**config.mk**
```make
export PLATFORM = sky130hd
export DESIGN_NAME = ivt_top
export DESIGN_NICKNAME = d
export VERILOG_FILES = /design/src/rtl/ivt_pkg.sv /design/src/rtl/ivt_ctrl.sv /design/src/rtl/ivt_datapath.sv /design/src/rtl/ivt_top.sv
export SDC_FILE = /design/constraint.sdc
export NUM_CORES = 1
export LEC_CHECK = 0
export BUFFER_PORTS_ARGS = -buffer_cell sky130_fd_sc_hd__buf_2
export CORE_ASPECT_RATIO = 1.2
export CORE_MARGIN = 2
export CORE_UTILIZATION = 45
export CTS_BUF_LIST = sky130_fd_sc_hd__clkbuf_8 sky130_fd_sc_hd__clkbuf_16
export DETAILED_ROUTE_END_ITERATION = 10
export PLACE_DENSITY = 0.69
export SKIP_CTS_REPAIR_TIMING = 1
export SLEW_MARGIN = 40
export SYNTH_ARGS = -nofsm -noshare
export SYNTH_HDL_FRONTEND = slang
export SYNTH_SLANG_ARGS = --single-unit
```
**constraint.sdc**
```tcl
create_clock -name clk -period 1.8 [get_ports clk]
set_input_delay 0.18 -clock clk [delete_from_list [all_inputs] [get_ports clk]]
set_output_delay 0.18 -clock clk [all_outputs]
set_load 0.05 [all_outputs]
```
**src/rtl/ivt_pkg.sv**
```systemverilog
package ivt_pkg;
  localparam int CNT_W  = 16;
  localparam int MODE_W = 3;
  localparam logic [MODE_W-1:0] MODE_INTERVAL = '0;

  typedef struct packed {
    logic clr;   // hold counter at zero
    logic load;  // start cycle: fill shadows, preset toggles
    logic inc;   // counting tick
    logic wrap;  // period match on this tick
    logic tog1;  // compare match on this tick
  } strobe_t;
endpackage

```
**src/rtl/ivt_ctrl.sv**
```systemverilog
module ivt_ctrl
  import ivt_pkg::*;
#(
  parameter int MW = MODE_W
) (
  input  logic          clk,
  input  logic          rstN,
  input  logic          cntTick,
  input  logic          run,
  input  logic [MW-1:0] modeSel,
  input  logic          perHit,
  input  logic          cmpHit,
  output strobe_t       strb,
  output logic          perIrq,
  output logic          cmpIrq
);
  logic active;
  logic activeQ;
  logic startCyc;

  assign active   = run && (modeSel == MW'(MODE_INTERVAL));
  assign startCyc = active && !activeQ;

  always_comb begin
    strb      = '0;
    strb.clr  = !active;
    strb.load = startCyc;
    strb.inc  = active && !startCyc && cntTick;
    strb.wrap = strb.inc && perHit;
    strb.tog1 = strb.inc && cmpHit;
  end

  always_ff @(posedge clk) begin
    if (!rstN) begin
      activeQ <= 1'b0;
      perIrq  <= 1'b0;
      cmpIrq  <= 1'b0;
    end else begin
      activeQ <= active;
      perIrq  <= strb.wrap;
      cmpIrq  <= strb.tog1;
    end
  end


  mode_gate_chk: assert property (@(posedge clk) disable iff (!rstN)
    (modeSel != '0 || !run) |=> (!perIrq && !cmpIrq));


  start_no_irq_chk: assert property (@(posedge clk) disable iff (!rstN)
    strb.load |=> !perIrq && !cmpIrq);
endmodule

```
**src/rtl/ivt_datapath.sv**
```systemverilog
module ivt_datapath
  import ivt_pkg::*;
#(
  parameter int W = CNT_W
) (
  input  logic         clk,
  input  logic         rstN,
  input  strobe_t      strb,
  input  logic         perWr,
  input  logic [W-1:0] perData,
  input  logic         cmpWr,
  input  logic [W-1:0] cmpData,
  input  logic         out0En,
  input  logic         out0Lvl,
  input  logic         out1En,
  input  logic         out1Lvl,
  output logic [W-1:0] cntValue,
  output logic         perHit,
  output logic         cmpHit,
  output logic         pin0,
  output logic         pin1
);
  logic [W-1:0] cnt;
  logic [W-1:0] perReg;
  logic [W-1:0] cmpReg;
  logic [W-1:0] perBuf;
  logic [W-1:0] cmpBuf;
  logic         tog0;
  logic         tog1;

  assign perHit   = (cnt == perBuf);
  assign cmpHit   = (cnt == cmpBuf);
  assign cntValue = cnt;
  assign pin0     = out0En ? tog0 : out0Lvl;
  assign pin1     = out1En ? tog1 : out1Lvl;

  always_ff @(posedge clk) begin
    if (!rstN) begin
      perReg <= '0;
      cmpReg <= '0;
    end else begin
      if (perWr) perReg <= perData;
      if (cmpWr) cmpReg <= cmpData;
    end
  end

  always_ff @(posedge clk) begin
    if (!rstN) begin
      cnt <= '0;
    end else if (strb.clr || strb.load || strb.wrap) begin
      cnt <= '0;
    end else if (strb.inc) begin
      cnt <= cnt + W'(1);
    end
  end

  always_ff @(posedge clk) begin
    if (!rstN) begin
      perBuf <= '0;
      cmpBuf <= '0;
    end else if (strb.load || strb.wrap) begin
      perBuf <= perReg;
      cmpBuf <= cmpReg;
    end
  end

  always_ff @(posedge clk) begin
    if (!rstN) begin
      tog0 <= 1'b0;
      tog1 <= 1'b0;
    end else if (strb.load) begin
      tog0 <= out0Lvl;
      tog1 <= out1Lvl;
    end else begin
      if (strb.wrap) tog0 <= !tog0;
      if (strb.tog1) tog1 <= !tog1;
    end
  end


  idle_zero_chk: assert property (@(posedge clk) disable iff (!rstN)
    strb.clr |=> cnt == '0);


  cnt_step_chk: assert property (@(posedge clk) disable iff (!rstN)
    (strb.inc && !strb.wrap && !strb.clr) |=> cnt == $past(cnt) + W'(1));


  wrap_zero_chk: assert property (@(posedge clk) disable iff (!rstN)
    strb.wrap |=> (cnt == '0) && (perBuf == $past(perReg)));


  buf_hold_chk: assert property (@(posedge clk) disable iff (!rstN)
    (!strb.load && !strb.wrap) |=> $stable(perBuf) && $stable(cmpBuf));
endmodule

```
**src/rtl/ivt_top.sv**
```systemverilog
module ivt_top
  import ivt_pkg::*;
#(
  parameter int W  = CNT_W,
  parameter int MW = MODE_W
) (
  input  logic          clk,
  input  logic          rstN,
  input  logic          cntTick,
  input  logic          run,
  input  logic [MW-1:0] modeSel,
  input  logic          perWr,
  input  logic [W-1:0]  perData,
  input  logic          cmpWr,
  input  logic [W-1:0]  cmpData,
  input  logic          out0En,
  input  logic          out0Lvl,
  input  logic          out1En,
  input  logic          out1Lvl,
  output logic [W-1:0]  cntValue,
  output logic          perIrq,
  output logic          cmpIrq,
  output logic          pin0,
  output logic          pin1
);
  strobe_t strb;
  logic    perHit;
  logic    cmpHit;

  ivt_ctrl #(.MW(MW)) u_ctrl (
    .clk(clk), .rstN(rstN), .cntTick(cntTick), .run(run), .modeSel(modeSel),
    .perHit(perHit), .cmpHit(cmpHit), .strb(strb),
    .perIrq(perIrq), .cmpIrq(cmpIrq)
  );

  ivt_datapath #(.W(W)) u_dp (
    .clk(clk), .rstN(rstN), .strb(strb),
    .perWr(perWr), .perData(perData), .cmpWr(cmpWr), .cmpData(cmpData),
    .out0En(out0En), .out0Lvl(out0Lvl), .out1En(out1En), .out1Lvl(out1Lvl),
    .cntValue(cntValue), .perHit(perHit), .cmpHit(cmpHit),
    .pin0(pin0), .pin1(pin1)
  );
endmodule

```
==> impl_metrics.yaml, run 1 <==
clocking:
  h-tree-depth: 3
  clkSinkCount: 85
  clkLatencyLatePin_ns: 0.35
  cts_root_buf: "clkbuf_8"
  cts.path.max_buffers: 2
  clk_pin_slew_ns: 0.08
  cts_tree: "built"
  cts_buffers: 9
die:
  die_area_mm2: 0.00857
  die_y_um: 101
  rows: 35
  initial_core_util: 0.461
  die_w_um: 84.9
  io_pins: 65
  fp.coreArea_mm2: 0.00766
placed_design:
  place_congestion: 0.830
  place_hpwl_mm: 5.65
  port_buffers: 64
  post-place-ws_ns: -0.0393
timing:
  period_needed_ns: 1.68
  setup_viol: 0
  slew_headroom: 0.695
  setup_ws_ns: 0.117
  finClkSkew_ns: 0.00916
  rsz0062_at_grt: "no"
  finalSetupTns_ns: 0
  worstMarginPinSlew_ns: 0.458
  clock.fmax_mhz: 594
  whs_ns: 0.0295
  finalCritPeriodShare: 0.935
  slew_viol_final: 0
  finalHoldViolCount: 0
yosys:
  synth_top_cell_area_share: 0.482
  yosysUniqueCellTypes: 38
  yosysSeqAreaShare: 0.482
  synth-edff-count: 0
  ys.warnings.count: 0
  syn_avg_cell_area_um2: 10.2
  syn_area_mm2: 0.00353
  yosysMostFrequentCell: "dfxtp_1"
  syn_inst: 346
  yosys_most_used_dff: "dfxtp_1"
  synth_async_sr_flop_share: 0
  synth_seq_cells: 85
  synth_nets: 392
  yosys-top-cells-area: "dfxtp_1 (48%), mux2i_1 (9.6%), a22o_1 (7.9%), xnor2_1 (6.2%), xor2_1 (5.5%)"
  synth.largest_area_cell: "dfxtp_1"
  yosys-top-cells-count: "dfxtp_1 (85), nor2_1 (48), mux2i_1 (34), a22o_1 (32), xnor2_1 (25)"
global_route:
  overflow: 0
  first_global_vias: 2609
  track_usage: 0.185
  globalRouteMet1Util: 0.237
  grt_max_degree: 33
  use_met3: 0.0442
  antenna_found_initial: 0
  use_met2: 0.302
  grt_pass1_wl_mm: 12.6
  grt.busiest_layer: "met2"
drt:
  vias_per_cell: 5.19
  dr.pass1.iters: 4
  wl_per_cell_um: 14.6
  drt_wl_total_mm: 7.52
  drc: 0
  ant_nets: 0
  drtIter0Drc: 122
  vias: 2669
setup_path:
  reg2reg_slack_ns: 0.12
  worst-setup-path-type: "flip-flop to flip-flop"
  worst_setup_path_start_kind: "flip-flop"
  regToRegEndpoint: "u_dp.perBuf[13]$_SDFFE_PN0P_"
  cp_max_fo: 32
  worst_ep_arrival_time_ns: 1.93
  crit_cells: 6
  crit_end: "u_dp.perBuf[13]$_SDFFE_PN0P_"
  crit_buf_inv: 1
  slowest_stage: "dfxtp_4"
  worst_ep_required_time_ns: 2.05
  worst_r2r_path_depth: 6
  cp-end-kind: "flip-flop"
  path_cells: "xnor2_1 -> nand4_1 -> nor3_4 -> a21oi_2 -> buf_12 -> a22o_1"
  regToRegStartpoint: "u_dp.cntValue[8]$_SDFFE_PP0P_"
  critical-path-max-stage-delay_ns: 0.39
  crit_start: "u_dp.cntValue[8]$_SDFFE_PP0P_"
  critPathTopFamily: "simple AND/OR/NAND/NOR gates"
power:
  peakVddDrop_v: 0.000535
  power_leakage_nw: 1.94
  finalPower_mw: 3.48
  power_density_mw_per_mm2: 817
finish:
  fillers: 678
  utilization: 0.556
  antenna_cells: 0
  syn_to_final_growth_pct: 20.7
  fin_nets: 463
  drive_above_1_share: 0.301
worst_hold_path:
  hold_class: "input pin to flip-flop"
status:
  outcome: "finished, final reports clean"
run:
  max_cap_violations: 0
## stage by stage
step,area [um2],cells
2_1_floorplan,3580,346
6_report,4260,514
3_5_place_dp,4070,498
4_1_cts,4260,514
5_1_grt,4260,514
3_3_place_gp,4070,498
## how the worst min path moves through the flow
stage	cells past startpoint	to	slack, ns	from
after floorplan	2	u_dp.tog1$_SDFFE_PN0P_	0.29	out1Lvl
after global placement	3	u_dp.tog1$_SDFFE_PN0P_	0.39	out1Lvl
after detailed placement	3	u_dp.tog1$_SDFFE_PN0P_	0.39	out1Lvl
after CTS	3	u_dp.tog1$_SDFFE_PN0P_	0.02	out1Lvl
after global routing	3	u_dp.tog1$_SDFFE_PN0P_	0.06	out1Lvl
final	3	u_dp.tog1$_SDFFE_PN0P_	0.03	out1Lvl
## per-layer routing
layer / routed length, um / up-vias
li1: - / 1342
met1: 3520 / 1250
met2: 3490 / 67
met3: 398 / 10
met4: 113 / 0
met5: 0 / -
## power by group
part	switching [mW]	internal (mW)	total, mW	leakage [nW]
sequential	0.0312	1.92	1.95	0.701
clock	0.677	0.621	1.30	0.102
combinational	0.119	0.113	0.232	1.14
## kinds of logic (layout without fill, tap and decap cells)
family | count (synthesis) | in the layout | synth area share
multiplexers | 36 | 36 | 0.103
buffers and inverters | 25 | 101 | 0.0354
XOR/XNOR | 47 | 47 | 0.117
AND/OR/NAND/NOR | 112 | 112 | 0.165
adder cells (fa/ha/maj) | 1 | 1 | 0.00354
flip-flops | 85 | 85 | 0.482
AO/OA/AOI/OAI | 40 | 40 | 0.0950
## cells in the final DEF (no fill, tap or decap), drive strengths merged
cell      netlist  routed
xor2           22      22
nor2           52      52
buf            12      83
a21o            1       1
xnor2          25      25
o21ai           2       2
nand2          17      17
and3            7       7
nand3          10      10
clkbuf         11      11
or3             2       2
nand2b          1       1
nor2b           2       2
a21oi           2       2
nor4b           1       1
or4b            1       1
clkinvlp        0       1
a31o            1       1
mux2i          34      34
and4            1       1
clkinv          1       4
mux2            2       2
a22o           32      32
nor3            5       5
o31ai           1       1
a22oi           1       1
nand4           6       6
nor4            7       7
dfxtp          85      85
ha              1       1
inv             1       2
## area by class of cell
cell class,instances,area (um2),area share
Clock buffer,11,163,0.0382
Clock inverter,5,33.8,0.00792
Inverter,2,7.51,0.00176
Multi-Input combinational cell,236,1710,0.401
Sequential cell,85,1730,0.407
Tap cell,92,115,0.0270
Timing Repair Buffer,83,500,0.117
## worst min-delay path: stages
cell and delay [ns]:
buf_2 0.09, nand2_1 0.04, nand3_1 0.05
## sequential cells by signal (all words and copies together), names as in the netlist
register and cells:
u_ctrl.activeQ 1, u_ctrl.cmpIrq 1, u_ctrl.perIrq 1, u_dp.cmpBuf 16, u_dp.cmpReg 16, u_dp.cntValue 16
u_dp.perBuf 16, u_dp.perReg 16, u_dp.tog0 1, u_dp.tog1 1
Note: power is estimated with default switching activity, not from simulation.
==> run 2: changes to the inputs <==
CORE_UTILIZATION = 50   (was 45)
PLACE_DENSITY = 0.76   (was 0.69)
==> run 2 against run 1 <==
Against the previous run:
- power is 5.2% lower
- wire length is 0.72% lower
- die area is 9.6% lower
- clock power is 15% lower
- largest cell class unchanged
- utilization is 5.7 points higher
- final area is 1.4% lower
- sequential share of layout area is 0.57 points higher
- first-iteration DRC count is 26% higher
- register-to-register slack hardly changed
- critical path type unchanged
- largest power group unchanged
- maximum frequency is 0.41% higher
- hold slack better by 0.025 ns
==> impl_metrics.yaml, run 2 (same netlist as run 1, synthesis figures left out) <==
setup_path:
  crit_start: "u_dp.cntValue[8]$_SDFFE_PP0P_"
  cp_max_fo: 32
  path_cells: "xnor2_1 -> nand4_1 -> nor3_4 -> a21oi_2 -> buf_12 -> a22o_1"
  regToRegStartpoint: "u_dp.cntValue[8]$_SDFFE_PP0P_"
  cp-end-kind: "flip-flop"
  worst_r2r_path_depth: 6
  slowest_stage: "dfxtp_4"
  critical-path-max-stage-delay_ns: 0.38
  worst_setup_path_start_kind: "flip-flop"
  crit_end: "u_dp.cmpBuf[6]$_SDFFE_PN0P_"
  worst_ep_arrival_time_ns: 1.91
  worst-setup-path-type: "flip-flop to flip-flop"
  worst_ep_required_time_ns: 2.03
  reg2reg_slack_ns: 0.12
  regToRegEndpoint: "u_dp.cmpBuf[6]$_SDFFE_PN0P_"
finish:
  postLayoutCellArea_mm2: 0.00420
  utilization: 0.613
  antenna_cells: 0
  syn_to_final_growth_pct: 19.1
  mostFrequentLayoutCell: "dfxtp_1"
  fin_nets: 461
  layout_common_cells: "dfxtp_1 (70), buf_2 (64), nor2_1 (48), mux2i_1 (34), a22o_1 (32)"
  drive_above_1_share: 0.293
global_route:
  track_usage: 0.205
  grt_max_degree: 34
  first_global_vias: 2570
  overflow: 0
  antenna_found_initial: 0
  grt_pass1_wl_mm: 12.0
die:
  die_area_mm2: 0.00775
  die_w_um: 80.7
  rows: 33
  initial_core_util: 0.515
  fp.coreArea_mm2: 0.00685
  io_pins: 65
  die_y_um: 96.1
clocking:
  cts.path.max_buffers: 2
  clkLatencyLatePin_ns: 0.34
  h-tree-depth: 3
  cts_root_buf: "clkbuf_8"
  cts_buffers: 9
  clkSinkCount: 85
  cts_tree: "built"
  clk_pin_slew_ns: 0.08
drt:
  drt_wl_total_mm: 7.46
  wl_per_cell_um: 14.7
  drc: 0
  dr.pass1.iters: 4
  drtIter0Drc: 154
  vias_per_cell: 5.27
  ant_nets: 0
  vias: 2672
placed_design:
  place_hpwl_mm: 5.60
  place_congestion: 0.871
  port_buffers: 64
  dpl_cell_area_mm2: 0.00405
run:
  max_cap_violations: 0
power:
  power_frac_comb: 0.071
  peakVddDrop_v: 0.000526
  power_leakage_nw: 1.92
  switching_share: 0.237
  power_frac_clock: 0.337
  internal-power_mw: 2.52
  p_switching_mw: 0.783
  power_density_mw_per_mm2: 785
  seq_power_share: 0.592
timing:
  slew_viol_final: 0
  clock.fmax_mhz: 597
  period_needed_ns: 1.68
  finalSetupTns_ns: 0
  worstMarginPinSlew_ns: 0.467
  finalHoldViolCount: 0
  slew_headroom: 0.689
  rsz0062_at_grt: "no"
  finalCritPeriodShare: 0.931
  setup_viol: 0
  finClkSkew_ns: 0.00512
worst_hold_path:
  hold_class: "input pin to flip-flop"
  whs_path_depth: 3
  hold_start: "out1Lvl"
status:
  outcome: "finished, final reports clean"
## run 2: cell type report
cell class	count	area, um2
fill	587	2650
inverter	2	7.51
clock inverter	7	35.0
timing repair buffer	81	485
tap	87	109
multi-input combinational	236	1710
clock buffer	9	124
sequential	85	1730
## run 2: through the flow
step | hold slack (ns) | setup slack [ns] | cells | power [mW]
finish | 0.0541 | 0.124 | 507 | 3.30
global route | 0.0615 | 0.0358 | 507 | 3.45
CTS | 0.0488 | 0.117 | 507 | 3.33
detailed placement | 0.412 | -0.0267 | 491 | 2.23
global placement | 0.392 | 0.0152 | 491 | 2.22
floorplan | 0.289 | 0.00187 | 346 | 2.14
## run 2: worst max-delay path: cells and delay by family (launching register included)
family	cells	cell delay [ns]
and+or+nand+nor	2	0.47
buffers and inverters	1	0.18
xor gates and xnor gates	1	0.16
DFF	1	0.38
AOI/OAI and AO/OA	2	0.35
## run 2: metal layers
metal  GRT usage  wire (um)  vias to the layer above
met3      0.0375        364                        9
li1            -          -                     1337
met2       0.338       3610                       78
met5           0          0                        -
met1       0.266       3390                     1248
met4      0.0862        103                        0
## run 2: power groups by stage
stage               registers, mW  logic (mW)  clock network, mW
floorplan                    1.99       0.154                  0
global placement             2.00       0.228                  0
detailed placement           2.00       0.235                  0
CTS                          1.95       0.236               1.14
global route                 1.96       0.257               1.24
finish                       1.95       0.234               1.11
## run 2: worst min-delay path by stage
stage                                       end  slack (ns)
finish                   u_dp.tog1$_SDFFE_PN0P_        0.05
global route        u_dp.cmpReg[9]$_SDFFE_PN0P_        0.06
CTS                      u_dp.tog1$_SDFFE_PN0P_        0.05
detailed placement       u_dp.tog1$_SDFFE_PN0P_        0.41
global placement         u_dp.tog1$_SDFFE_PN0P_        0.39
floorplan                u_dp.tog1$_SDFFE_PN0P_        0.29
